===== src/rtl/l2_tunnel_packer.sv =====
module l2_tunnel_packer #(
  parameter logic [15:0] ETYPE    = 16'h88B5,
  parameter int          LEN_W    = 8,
  parameter int          PLD_W    = 11,
  parameter int          RD_BYTES = 8
) (
  input  logic             clk,
  input  logic             rst_n,
  input  logic [47:0]      cfg_dst_mac,
  input  logic [47:0]      cfg_src_mac,
  input  logic [11:0]      cfg_vid,
  input  logic [1:0]       cfg_pri,
  input  logic [3:0]       cfg_fc,
  input  logic [3:0]       cfg_ptype,
  input  logic [1:0]       cfg_ver,
  input  logic [PLD_W-1:0] cfg_max_pld,
  input  logic             in_valid,
  output logic             in_ready,
  input  logic [7:0]       in_data,
  input  logic [LEN_W-1:0] in_len,
  input  logic             in_wr,
  output logic             out_valid,
  input  logic             out_ready,
  output logic [7:0]       out_data,
  output logic             out_sof,
  output logic             out_eof
);
  localparam int CW = ((PLD_W > LEN_W) ? PLD_W : LEN_W) + 2;
  localparam logic [4:0] HDR_END = 5'd22;

  typedef enum logic [1:0] {S_IDLE, S_HDR, S_PKT, S_CRC} st_t;

  st_t              st;
  logic [4:0]       hcnt;
  logic [LEN_W-1:0] bcnt;
  logic             cidx;
  logic             more;
  logic [15:0]      crc;
  logic [11:0]      seq;
  logic [PLD_W-1:0] used;
  logic [7:0]       hdr_byte;
  logic [LEN_W-1:0] cur_len;
  logic [CW-1:0]    need;
  logic             fire;
  logic [23:0]      thdr;

  function automatic logic [15:0] crc_step(input logic [15:0] c, input logic [7:0] d);
    logic [15:0] r;
    r = c ^ {d, 8'h00};
    for (int i = 0; i < 8; i++)
      r = r[15] ? ({r[14:0], 1'b0} ^ 16'h1021) : {r[14:0], 1'b0};
    return r;
  endfunction

  assign thdr    = {cfg_fc, cfg_pri, cfg_ptype, cfg_ver, seq};
  assign cur_len = in_wr ? in_len : LEN_W'(RD_BYTES);
  assign need    = CW'(used) + CW'(cur_len) + CW'(4);

  always_comb begin
    case (hcnt)
      5'd0:    hdr_byte = cfg_dst_mac[47:40];
      5'd1:    hdr_byte = cfg_dst_mac[39:32];
      5'd2:    hdr_byte = cfg_dst_mac[31:24];
      5'd3:    hdr_byte = cfg_dst_mac[23:16];
      5'd4:    hdr_byte = cfg_dst_mac[15:8];
      5'd5:    hdr_byte = cfg_dst_mac[7:0];
      5'd6:    hdr_byte = cfg_src_mac[47:40];
      5'd7:    hdr_byte = cfg_src_mac[39:32];
      5'd8:    hdr_byte = cfg_src_mac[31:24];
      5'd9:    hdr_byte = cfg_src_mac[23:16];
      5'd10:   hdr_byte = cfg_src_mac[15:8];
      5'd11:   hdr_byte = cfg_src_mac[7:0];
      5'd12:   hdr_byte = 8'h81;
      5'd13:   hdr_byte = 8'h00;
      5'd14:   hdr_byte = {cfg_pri, 2'b00, cfg_vid[11:8]};
      5'd15:   hdr_byte = cfg_vid[7:0];
      5'd16:   hdr_byte = ETYPE[15:8];
      5'd17:   hdr_byte = ETYPE[7:0];
      5'd18:   hdr_byte = thdr[23:16];
      5'd19:   hdr_byte = thdr[15:8];
      5'd20:   hdr_byte = thdr[7:0];
      5'd21:   hdr_byte = crc[15:8];
      5'd22:   hdr_byte = crc[7:0];
      default: hdr_byte = 8'h00;
    endcase
  end

  assign out_valid = (st == S_HDR) || (st == S_CRC) || (st == S_PKT && in_valid);
  assign out_data  = (st == S_PKT) ? in_data :
                     (st == S_CRC) ? (cidx ? crc[7:0] : crc[15:8]) : hdr_byte;
  assign out_sof   = (st == S_HDR) && (hcnt == 5'd0);
  assign out_eof   = (st == S_CRC) && cidx && !more;
  assign in_ready  = (st == S_PKT) && out_ready;
  assign fire      = out_valid && out_ready;

  always_ff @(posedge clk) begin
    if (!rst_n) begin
      st   <= S_IDLE;
      hcnt <= '0;
      bcnt <= '0;
      cidx <= 1'b0;
      more <= 1'b0;
      crc  <= 16'hFFFF;
      seq  <= '0;
      used <= '0;
    end else begin
      case (st)
        S_IDLE: if (in_valid) begin
          st   <= S_HDR;
          hcnt <= '0;
          crc  <= 16'hFFFF;
        end
        S_HDR: if (fire) begin
          if (hcnt >= 5'd18 && hcnt <= 5'd20) crc <= crc_step(crc, hdr_byte);
          if (hcnt == HDR_END) begin
            st   <= S_PKT;
            crc  <= 16'hFFFF;
            bcnt <= '0;
            used <= '0;
          end else begin
            hcnt <= hcnt + 5'd1;
          end
        end
        S_PKT: if (fire) begin
          crc  <= crc_step(crc, in_data);
          used <= used + PLD_W'(1);
          if (bcnt == cur_len - LEN_W'(1)) begin
            st   <= S_CRC;
            cidx <= 1'b0;
          end else begin
            bcnt <= bcnt + LEN_W'(1);
          end
        end
        S_CRC: if (fire) begin
          used <= used + PLD_W'(1);
          if (!cidx) begin
            cidx <= 1'b1;
            more <= in_valid && (need <= CW'(cfg_max_pld));
          end else if (more) begin
            st   <= S_PKT;
            crc  <= 16'hFFFF;
            bcnt <= '0;
          end else begin
            st  <= S_IDLE;
            seq <= seq + 12'd1;
          end
        end
        default: st <= S_IDLE;
      endcase
    end
  end
endmodule


===== config.mk =====
export PLATFORM = sky130hd
export DESIGN_NAME = l2_tunnel_packer
export DESIGN_NICKNAME = d
export VERILOG_FILES = /design/src/rtl/l2_tunnel_packer.sv
export SDC_FILE = /design/constraint.sdc
export NUM_CORES = 1
export LEC_CHECK = 0
export ABC_CLOCK_PERIOD_IN_PS = 5270
export BUFFER_PORTS_ARGS = -buffer_cell sky130_fd_sc_hd__buf_4
export CAP_MARGIN = 20
export CORE_ASPECT_RATIO = 2
export CORE_MARGIN = 2
export CORE_UTILIZATION = 55
export CTS_CLUSTER_SIZE = 14
export DETAILED_ROUTE_END_ITERATION = 10
export GPL_TIMING_DRIVEN = 0
export PLACE_DENSITY = 0.83
export SLEW_MARGIN = 5
export SYNTH_ARGS = -nofsm -noshare
export SYNTH_HDL_FRONTEND = slang
export SYNTH_SLANG_ARGS = --single-unit

===== constraint.sdc =====
create_clock -name clk -period 5.27 [get_ports clk]
set_input_delay 0.7905 -clock clk [delete_from_list [all_inputs] [get_ports clk]]
set_output_delay 0.7905 -clock clk [all_outputs]
set_load 0.01 [all_outputs]

* Word-level counts from Yosys, hierarchy flattened
Index checks and enable logic that the tools add are counted.
** Operators by class
- Magnitude comparators :: 3
- Add/subtract/negate cells :: 7
- Multiplexer cells :: 59
- Bitwise operators :: 20
- Equality and inequality tests :: 37
- Reductions and logical operators :: 26
** Operators with widths (count)
- two-way mux 13 bit :: 16
- one-hot mux 8 bit (22 select lines) :: 1
- two-way mux 16 bit :: 8
- two-way mux 8 bit :: 11
- one-hot mux 16 bit (4 select lines) :: 1
- NOT 3 bit :: 16
- equality test 5 x 4 -> 1 bit, second input constant :: 7
- equality test 5 bit, second input constant :: 7
- two-way mux 11 bit :: 3
- XOR 16 bit :: 2
- one-hot mux 8 bit (3 select lines) :: 1
- one-hot mux 11 bit (2 select lines) :: 1
- equality test 5 x 3 -> 1 bit, second input constant :: 4
- two-way mux 2 bit :: 8
- != test 2 bit, second input constant :: 8
- AND reduction 4 bit :: 4
- two-way mux 5 bit :: 3
- AND reduction 7 bit :: 2
- adder 12 x 3 -> 13 bit, second input constant :: 1
- <= comparator 13 x 11 -> 1 bit :: 1
- adder 11 x 8 -> 12 bit :: 1
- adder 12 x 1 -> 12 bit, second input constant :: 1
- adder 11 x 1 -> 11 bit, second input constant :: 1
- equality test 5 x 2 -> 1 bit, second input constant :: 2
- other kinds (26) :: 42
** Word-level totals
- Logic and storage cells :: 160
- Output and inout bits :: 12
- Register bits :: 56

* Longest topological paths before layout
Gate-level depths: netlist of the first run.
- Depth after elaboration :: 23
- Mapped depth :: 20
- Mapped depth without buffers :: 19

* Worst setup path before layout of the first run
Ideal clock, no wire load.
- Path type :: in2reg
- Start :: input port in_wr
- End :: register more
- Stages :: 18
- Data arrival time :: 3.967 ns
- Setup slack :: 1.211 ns
- Buffers on the path :: 1
- Cells stage by stage :: clkbuf_1 -> nand2_1 -> ha_1 -> inv_1 -> ha_1 -> a21o_1 -> a21oi_1 -> o21ai_0 -> a21oi_1 -> nand2b_1 -> a21boi_0 -> o31a_1 -> xor2_1 -> ha_1 -> a211oi_1 -> o211ai_1 -> o311a_1 -> o32ai_1
** On the way
- Cells in the longest elaborated chain, start to end :: 5
** Ends and longest elaborated chain
- from (decl) :: RTL line 21 : input logic in_wr,
- two-way mux 8 bit :: RTL line 56 : assign cur_len = in_wr ? in_len : LEN_W'(RD_BYTES);
- adder 11 x 8 -> 12 bit :: RTL line 57 : assign need = CW'(used) + CW'(cur_len) + CW'(4);
- adder 12 x 3 -> 13 bit :: RTL line 57
- <= comparator 13 x 11 -> 1 bit :: RTL line 138 : more <= in_valid && (need <= CW'(cfg_max_pld));
- logical AND 1 bit :: RTL line 138
- to (signal assigned) :: RTL line 138
- to (decl) :: RTL line 37 : logic more;
Every way passes these cells.
A chain may end at the register's enable or synchronous reset.

* Worst setup path in the final report of the first run
- Start :: register hcnt[4]
- End :: output port out_data[0]
** On the way
- Cells in the longest elaborated chain, start to end :: 4
- Elaborated cells between the ends (all ways) :: 25
- Classes of those cells :: eq/ne (21); mux (3); reduce/logical (1)
** Ends and longest elaborated chain
- from (decl) :: RTL line 34 : logic [4:0] hcnt;
- from (signal assigned) :: RTL line 121 : hcnt <= hcnt + 5'd1;
- equality test 5 bit, or another cell as far along :: RTL line 60 : case (hcnt)
- one-hot mux 8 bit (22 select lines) (*) :: RTL line 60
- two-way mux 8 bit (*) :: RTL line 90 : (st == S_CRC) ? (cidx ? crc[7:0] : crc[15:8]) : hdr_byte;
- two-way mux 8 bit (*) :: RTL line 89 : assign out_data = (st == S_PKT) ? in_data :
- to (decl) :: RTL line 24 : output logic [7:0] out_data,
Mark *: on every way between the ends. The rest lies on a longest branch, timed or not.

==> results of run 1 <==
## through the flow
step                      util [%]  total power, mW  instance area [sq um]  setup slack (ps)  std cells
after global routing          70.8             2.58                   7700               453       1078
final                         70.8             2.44                   7700               448       1078
after CTS                     70.8             2.42                   7700               552       1078
after global placement        69.3             2.04                   7540               449       1070
after detailed placement      69.4             2.06                   7550               419       1070
after floorplan                  -             1.61                   6140              1210        767
## registers in the layout (all words and copies together) (netlist names)
register	cells
st	2
more	1
seq	12
cidx	1
used	11
bcnt	8
crc	16
hcnt	5
## worst register-to-register path, stage by stage (launching register included)
cell	delay [ps]
dfxtp_1	360
buf_4	180
buf_4	220
clkbuf_1	470
inv_1	100
ha_1	210
buf_1	230
a222oi_1	770
o311ai_1	320
nor4_4	280
xor2_2	130
xnor2_2	250
xnor2_1	160
a21oi_1	90
## power groups by stage
stage / clock network, mW / logic (mW) / registers, mW
2_1_floorplan: 0 / 1.03 / 0.582
3_3_place_gp: 0 / 1.42 / 0.619
3_5_place_dp: 0 / 1.44 / 0.621
4_1_cts: 0.354 / 1.45 / 0.613
5_1_grt: 0.368 / 1.59 / 0.625
6_report: 0.356 / 1.47 / 0.619
## per-layer routing
metal	global-route usage (%)	up-vias
met3	4.07	119
met5	0	-
met4	31.9	0
met1	33.7	3055
li1	-	3128
met2	71.3	352
## layout make-up
cell class / instances / area (sq um) / area share (%)
Clock inverter: 3 / 27.5 / 0.357
Buffer: 45 / 249 / 3.23
Inverter: 37 / 139 / 1.80
Timing Repair Buffer: 163 / 1220 / 15.9
Sequential cell: 56 / 1120 / 14.6
Clock buffer: 5 / 125 / 1.62
Multi-Input combinational cell: 629 / 4640 / 60.3
Tap cell: 140 / 175 / 2.27
## final timing paths
check        cells after the start  slack (ps)           to
min                              2         520         more
min reg2reg                      2         520         more
max                             12         450  out_data[0]
max reg2reg                     13        1390       crc[5]
## cell families (layout without fill, tap and decap cells)
| group | after synthesis | in the layout | synth area share [%] |
|---|---|---|---|
| simple gates | 276 | 276 | 25.5 |
| compound gates | 191 | 191 | 21.7 |
| xor+xnor | 87 | 87 | 13.5 |
| buf+inv | 82 | 253 | 6.31 |
| flops | 56 | 56 | 18.2 |
| fa+ha+maj | 38 | 38 | 7.86 |
| mux | 37 | 37 | 6.86 |
## placed cells by master, fill, tap and decap left out, types with 6 or more instances in the layout
cell type	synthesis	layout
a21boi_0	6	6
a21oi_1	33	33
a22oi_1	19	19
a32oi_1	19	19
and2_1	19	19
and3_1	16	16
buf_2	7	7
buf_4	2	165
buf_6	7	7
clkbuf_1	23	23
dfxtp_1	56	56
ha_1	37	37
inv_1	36	36
mux2_2	14	14
mux2i_1	14	14
nand2_1	70	70
nand2b_1	12	12
nand3_1	23	23
nand3b_1	7	7
nand4_1	13	13
nor2_1	48	48
nor2b_1	17	17
nor3b_1	8	8
o21ai_0	39	39
o21ai_1	9	9
o22ai_1	12	12
or3_1	9	9
xnor2_1	48	48
xor2_1	31	31
==> impl_results.md, run 1 <==
* Status: completed
* CTS clk-pin slew, worst paths at 80 ps
* Reg2reg start: hcnt[4]
* Routed wire per std cell at 21.4 microns
* Hold WS at 518 ps
* Final Hold Fails at 0
* Total CTS buffers at 5
* Uppermost routed layer: met4
* Via count at 6,654
* Worst EP required at around 4500 ps
* Core Region at roughly 11,000 sq um
* Fill cell count at 913
* Slowest cell delay on critical path at 770 ps
* Yosys reg bits at 56
* Max cap viols at 0
* First-pass GRT wire length at 35,000 microns
* Worst Path Max Fanout at 10
* GRT Overall Usage at 37.6%
* Die area at ~12,000 sq um
* Post-route ant nets at 0
* Count of different cell masters after synthesis at 86
* Static leakage at ~3.2 nW
* Fin crit period at 4820 ps
* Hold Crit Start: more
* Async S/R FF share, synth at 0%
* CP dominant cell by count: buf_4
* Seq/Total Area, Yosys at 18.2%
* Hold Path Class: reg -> reg
* Drt first pass iters at 8
* Cell area after synthesis at 6140 sq um
* Gate Count Post-Synth at approximately 770
* Worst Setup End Kind: output pin
* Via/cell ratio at between 6 and 7
* Flop pwr share at between 20% and 30%
* Logic gate share of total power at 60.1%
* Number of flops mapped to enable cells by yosys at 0
* Chip Width at 78.7 microns
* Syn avg cell area at 8.01 sq um
* DP Wirelength at around 19,000 microns
* Mapped Nets at 957
* Initial antenna violation count at 0
* Clk network pwr share at 14.6%
* RD Place Congestion at 1.03
* P_sw at approximately 1.1 mW
* Met1 Wirelength at roughly 7200 microns
* # clock sinks at between 50 and 60
* Top_reg_cell synth: dfxtp_1
* Count leader, synth: nand2_1
* CP delay by family, top: buffers and inverters
* Peak Freq at slightly above 0.2 GHz
* Nets@finish at 1,127
* Sequence of cells on the critical path: buf_4 -> buf_4 -> clkbuf_1 -> inv_1 -> ha_1 -> buf_1 -> a222oi_1 -> o311ai_1 -> nor4_4 -> mux2_2 -> o21ai_0 -> buf_4
* Worst VDD drop at 0.000191 V
* Setup violators final at 0
* Critical Path AT at 4030 ps
* Hold_buf cts at 0
* Site Rows at 54
* Top cells by area, synth: dfxtp_1 18%, ha_1 7.5%, xnor2_1 6.8%
* Htree depth at 2
* Synthesis-to-finish area growth at 25.4%
* Setup TNS at 0 ps
* Count of pins over their slew limit at 0
* Synth warn at 0
* DRT iter0 DRCs at 481
* Crit path buf inv count at 6
* Routed wl met2 at 12,300 microns
* Unrepaired setup endpoints after global routing: no
* Final Skew at 9.50 ps
* Post_cts resized at 0
* Switch share at between 40% and 50%
* P per Cell Area at 317 nW/um^2
* I/O pins at roughly 160
* Largest net degree at the start of global routing at 20
* Yosys top cell by area: dfxtp_1
* Number of port buffers at 163
* CTS tree: yes
* Internal power at roughly 1.3 mW
* Slew margin rel. at 34.7%
* Layout cell share with drive strength beyond 1 at 25.3%
* Synth top cells by count: 70 x nand2_1, 56 x dfxtp_1, 48 x nor2_1, 48 x xnor2_1, 39 x o21ai_0
* Routed wire length at 23,000 microns
* Worst Tran Pin Value at 965 ps
* GRT overflow at 0
* Die H at 153 microns
* Starting Density at 56.5%
* WL met3 at 1330 microns
* Vias in the first global route at 6,935
* Tcrit/Tclk final at 91.5%
* Crit path kind: reg -> out
* Slowest CP cell: a222oi_1
* Number of diodes at 0
* Worst-Skew Late Latency at ~310 ps
* Post-synth top area share at 18.2%
* Setup bufs post-CTS at 0
* Clk root buf: clkbuf_16
* Crit path launch: hcnt[4]
* Clock tree buffer depth at 2
* Setup crit start kind: register
* Drt drc at 0
(Power assumes the default switching activity.)
==> run 2: changes to the inputs <==
CORE_UTILIZATION = 32   (was 55)
PLACE_DENSITY = default   (was 0.83)
==> impl_results.md, run 2 (synthesis results as in run 1) <==
* Most frequent cells in the layout: 166 x buf_4, 70 x nand2_1, 56 x dfxtp_1
* Worst Path Max Fanout at 10 (unchanged)
* Multi-input logic area at 4640 sq um (unchanged)
* Worst EP required at 4480 ps (about the same)
* Peak Freq at 0.215 GHz (+3.8%)
* Status: completed
* Unrepaired setup endpoints after global routing: no
* WHS Path Cells at 2 (unchanged)
* Number of diodes at 0 (unchanged)
* CTS clk-pin slew, worst paths at 70 ps (about the same)
* CP dominant cell by count: buf_4
* Fill cell count at 2,032 (+120%)
* Reg2Reg Depth at 13 (unchanged)
* R2r endpoint: crc[12]
* Crit path kind: reg -> out
* Util after Layout at 41.8% (-29 points)
* Clock tree buffer depth at 2 (unchanged)
* Total design power at 2.48 mW (+1.8%)
* Post_cts resized at 0 (unchanged)
* Drt first pass iters at 5 (-3)
* DP Wirelength at 20,100 microns (+5.5%)
* Static leakage at 3.20 nW (+0.42%)
* Logic gate share of total power at 59.4% (-0.7 points)
* Worst VDD drop at 0.000158 V (-17%)
* Hold Crit Start: used[7]
* Clk network pwr share at 15.7% (+1.1 points)
* Final Hold Fails at 0 (unchanged)
* Internal power at 1.38 mW (+3.0%)
* # clock sinks at 56 (unchanged)
* CTS tree: yes
* Flop pwr share at 24.9% (-0.5 points)
* GRT overflow at 0 (unchanged)
* Fin cells at 1,194 (+11%)
* Setup crit start kind: register
* Site Rows at 71 (+31%)
* Worst Setup End Kind: output pin
* Tcrit/Tclk final at 88.1% (-3.4 points)
* Initial antenna violation count at 0 (unchanged)
* RD Place Congestion at 0.966 (-6.0%)
* Drt drc at 0 (unchanged)
* Number of port buffers at 163 (unchanged)
* Count of pins over their slew limit at 0 (unchanged)
* Synthesis-to-finish area growth at 28.1%
* Setup bufs post-CTS at 0 (unchanged)
* Starting Density at 32.6% (-24 points)
* Core Region at 18,800 sq um (+73%)
* Max FFs per register at 16 (unchanged)
* Final worst setup slack at 626 ps (+178 ps)
* Hold Path Sink: used[7]
* Largest net degree at the start of global routing at 18 (-10%)
* Post-place setup slack at 387 ps (-32.1 ps)
* Critical Path AT at 3850 ps (-180 ps)
* Clk root buf: clkbuf_16
* Reg2reg start: hcnt[4]
* Worst-Skew Late Latency at 300 ps (about the same)
* Routed wire length at 23,900 microns (+3.6%)
* Hold_buf cts at 0 (unchanged)
* Routed wire per std cell at 20.0 microns (-6.4%)
* Die H at 200 microns (+30%)
* Nets@finish at 1,128 (+0.089%)
* Largest regs: crc x16, seq x12, used x11
* Most common cell after layout, fill and taps aside: buf_4
* Final Skew at 3.83 ps (-5.66 ps)
* Layout cell share with drive strength beyond 1 at 25.3% (+0.080 points)
* Seq. cell area at 1120 sq um (unchanged)
* Post-route ant nets at 0 (unchanged)
* Die area at 20,400 sq um (+69%)
* Sequence of cells on the critical path: buf_4 -> buf_4 -> clkbuf_1 -> inv_1 -> ha_1 -> buf_1 -> a222oi_1 -> o311ai_1 -> nor4_4 -> mux2_2 -> o21ai_0 -> buf_4
* Vias in the first global route at 6,611 (-4.7%)
* First-pass GRT wire length at 35,500 microns (+1.4%)
* GRT Overall Usage at 23.2% (-14 points)
* Slowest cell delay on critical path at 730 ps (-40 ps)
* DRT iter0 DRCs at 315 (-35%)
* Switch share at 44.4% (-0.66 points)
* Reg2Reg Setup Slack at 1460 ps (+70 ps)
* Via count at 6,405 (-3.7%)
* Total CTS buffers at 5 (unchanged)
* P per Cell Area at 316 nW/um^2 (-0.40%)
* Fin crit period at 4640 ps (-178 ps)
* Worst Tran Pin Value at 956 ps (-8.66 ps)
* P_sw at 1.10 mW (+0.26%)
* Via/cell ratio at 5.36 (-13%)
* Setup TNS at 0 ps (unchanged)
* Setup violators final at 0 (unchanged)
* Chip Width at 102 microns (+30%)
* Max cap viols at 0 (unchanged)
* Dpl cells at 1,186 (+11%)
* Slew margin rel. at 36.1% (+1.3 points)
* Hold Path Class: reg -> reg
* I/O pins at 164 (unchanged)
* Slowest CP cell: a222oi_1
* Largest register by flop count: crc
* Htree depth at 2 (unchanged)
[run 2: cell count changes in the layout (fill, tap and decap cells not counted), sizes merged]
cell	change
inv	-1
buf	+1
bufinv	+1
[run 2: final cells by class]
class / instances / share of cell area [%]
well taps: 255 / 4.05
clock inverters: 3 / 0.541
repair buffers: 164 / 15.6
multi-input cells: 629 / 59.0
inverters: 37 / 1.76
flip-flops and latches: 56 / 14.2
clock buffers: 5 / 1.59
plain buffers: 45 / 3.16
[run 2: how the worst max path moves through the flow]
stage          slack, ps          end  cells after the start    start
6_report             630  out_data[0]                     12  hcnt[4]
3_5_place_dp         390         more                     19    in_wr
3_3_place_gp         470         more                     19    in_wr
5_1_grt              500  out_data[0]                     12  hcnt[4]
4_1_cts              680  out_data[0]                     12  hcnt[4]
2_1_floorplan       1210         more                     18    in_wr
[run 2: power groups by stage]
| stage | Clock, mW | Combinational (mW) | Sequential [mW] |
|---|---|---|---|
| after CTS | 0.399 | 1.47 | 0.617 |
| after detailed placement | 0 | 1.47 | 0.624 |
| after global routing | 0.410 | 1.60 | 0.630 |
| final | 0.389 | 1.48 | 0.620 |
| after floorplan | 0 | 1.03 | 0.582 |
| after global placement | 0 | 1.45 | 0.624 |
[run 2: per-stage QoR]
step | cell area, sq um | hold slack [ps]
4_1_cts | 7870 | 515
5_1_grt | 7870 | 554
3_3_place_gp | 7690 | 493
6_report | 7870 | 508
2_1_floorplan | 6140 | 460
3_5_place_dp | 7700 | 502
[run 2: worst max-delay path, delay by kind of cell, from the launching register on]
| family | cells | cell delay, ps |
|---|---|---|
| adder cells (fa/ha/maj) | 1 | 210 |
| AND/OR/NAND/NOR | 1 | 260 |
| AO/OA/AOI/OAI | 3 | 1120 |
| buffers and inverters | 6 | 1390 |
| multiplexers | 1 | 210 |
| flip-flops | 1 | 340 |
[run 2: routing by layer]
metal  up-vias  routed length [microns]  GRT usage [%]
met5         -                        0              0
met1      2931                     7820           21.4
li1       3127                        -              -
met3        86                     1240           3.48
met2       261                    12900           44.7
met4         0                     1870           16.4
==> run 3: changes to the inputs <==
MAX_ROUTING_LAYER = met4   (was default)
==> impl_results.md, run 3 (synthesis results as in run 1) <==
* Chip Width at 102 microns (unchanged)
* Site Rows at 71 (unchanged)
* Critical Path AT at 3840 ps (about the same)
* DRT iter0 DRCs at 330 (+4.8%)
* Slew margin rel. at 35.7% (-0.36 points)
* Seq. cell area at 1120 sq um (unchanged)
* DP Wirelength at 20,000 microns (-0.50%)
* Via count at 6,491 (+1.3%)
* Core Region at 18,800 sq um (unchanged)
* Worst VDD drop at 0.000151 V (-4.4%)
* Worst EP required at 4480 ps (about the same)
* Max cap viols at 0 (unchanged)
* Synthesis-to-finish area growth at 27.7%
* CTS clk-pin slew, worst paths at 70 ps (about the same)
* Fill cell count at 2,025 (-0.34%)
* Fin crit period at 4640 ps (-8.51 ps)
* Setup crit start kind: register
* Status: completed
* Starting Density at 32.6% (unchanged)
* Via/cell ratio at 5.44 (+1.3%)
* Final Instance Area at 7850 sq um (-0.30%)
* Worst-Skew Late Latency at 310 ps (about the same)
* Initial antenna violation count at 0 (unchanged)
* Max FFs per register at 16 (unchanged)
* Number of port buffers at 163 (unchanged)
* Die area at 20,400 sq um (unchanged)
* Routed wire length at 23,900 microns (about the same)
* Total CTS buffers at 5 (unchanged)
* Hold_buf cts at 0 (unchanged)
* Util after Layout at 41.7% (-0.13 points)
* Peak Freq at 0.216 GHz (+0.18%)
* Layout cell share with drive strength beyond 1 at 25.1% (-0.21 points)
* Hold Path Class: reg -> reg
* Setup violators final at 0 (unchanged)
* P per Cell Area at 312 nW/um^2 (-1.3%)
* Count of pins over their slew limit at 0 (unchanged)
* Tcrit/Tclk final at 88.0% (-0.16 points)
* Final Skew at 8.08 ps (+4.25 ps)
* Post_cts resized at 0 (unchanged)
* Clk root buf: clkbuf_16
* Multi-input logic area at 4640 sq um (unchanged)
* Worst Tran Pin Value at 962 ps (+5.32 ps)
* Most common cell after layout, fill and taps aside: buf_4
* GRT Overall Usage at 23.7% (+0.49 points)
* Post-route ant nets at 0 (unchanged)
* Unrepaired setup endpoints after global routing: no
* Worst Setup End Kind: output pin
* Die H at 200 microns (unchanged)
* Nets@finish at 1,128 (unchanged)
* Static leakage at 3.19 nW (-0.27%)
* Most frequent cells in the layout: 165 x buf_4, 70 x nand2_1, 56 x dfxtp_1
* Final worst setup slack at 635 ps (+8.51 ps)
* Post-place setup slack at 487 ps (+99.6 ps)
* Total design power at 2.44 mW (-1.6%)
* GRT overflow at 0 (unchanged)
* Routed wire per std cell at 20.0 microns (about the same)
* Vias in the first global route at 6,649 (+0.57%)
* Worst Path Max Fanout at 10 (unchanged)
* Crit path kind: reg -> out
* # clock sinks at 56 (unchanged)
* First-pass GRT wire length at 35,500 microns (about the same)
* Setup bufs post-CTS at 0 (unchanged)
* Drt first pass iters at 5 (unchanged)
* CTS tree: yes
* Clock tree buffer depth at 2 (unchanged)
* Drt drc at 0 (unchanged)
* Setup TNS at 0 ps (unchanged)
* I/O pins at 164 (unchanged)
* Number of diodes at 0 (unchanged)
* Cell Area, Placed at 7700 sq um (about the same)
* Largest register by flop count: crc
* Largest net degree at the start of global routing at 16 (-2)
* RD Place Congestion at 0.962 (-0.47%)
* Htree depth at 2 (unchanged)
* Final Hold Fails at 0 (unchanged)
* Largest regs: crc x16, seq x12, used x11
==> run 3: cell count changes in the layout (fill, tap and decap cells not counted), sizes merged <==
cell,delta
clkinvlp,-1
clkbuf,+3
bufinv,-1
clkinv,-1
==> run 3: final timing paths <==
| check | cells past startpoint | endpoint | startpoint | slack, ps |
|---|---|---|---|---|
| worst max-delay path | 12 | out_data[0] | hcnt[4] | 630 |
| worst min-delay path | 2 | used[7] | used[7] | 500 |
| worst max register to register | 13 | crc[12] | hcnt[4] | 1470 |
| worst min register to register | 2 | used[7] | used[7] | 500 |
==> run 3: cell type report <==
class                           instances  area share [%]
Buffer                                 45            3.17
Multi-Input combinational cell        629            59.2
Tap cell                              255            4.07
Inverter                               37            1.77
Clock buffer                            8            1.87
Timing Repair Buffer                  164            15.7
Sequential cell                        56            14.3
==> run 3: stage by stage <==
stage	cells	hold slack (ps)
2_1_floorplan	767	460
3_3_place_gp	1185	489
3_5_place_dp	1186	495
4_1_cts	1194	507
5_1_grt	1194	554
6_report	1194	505
==> run 3: critical path: stages (launching register included) <==
cell and delay (ps):
dfxtp_1 350, buf_4 170, buf_4 190, clkbuf_1 470, inv_1 100, ha_1 210
buf_1 290, a222oi_1 720, o311ai_1 270, nor4_4 260, mux2_2 200, o21ai_0 110
buf_4 190
==> run 3: metal layers <==
layer	up-vias	track usage, %	part of all wire (%)
met1	3001	21.8	34
met5	-	-	0
li1	3132	-	-
met3	84	2.33	4.4
met4	0	16.1	7.6
met2	274	44.6	54
==> run 3: where the power goes <==
group / internal (mW) / total (mW) / switching (mW) / leakage (nW)
combinational: 0.665 / 1.47 / 0.806 / 2.67
clock: 0.191 / 0.355 / 0.164 / 0.0712
sequential: 0.492 / 0.618 / 0.126 / 0.454
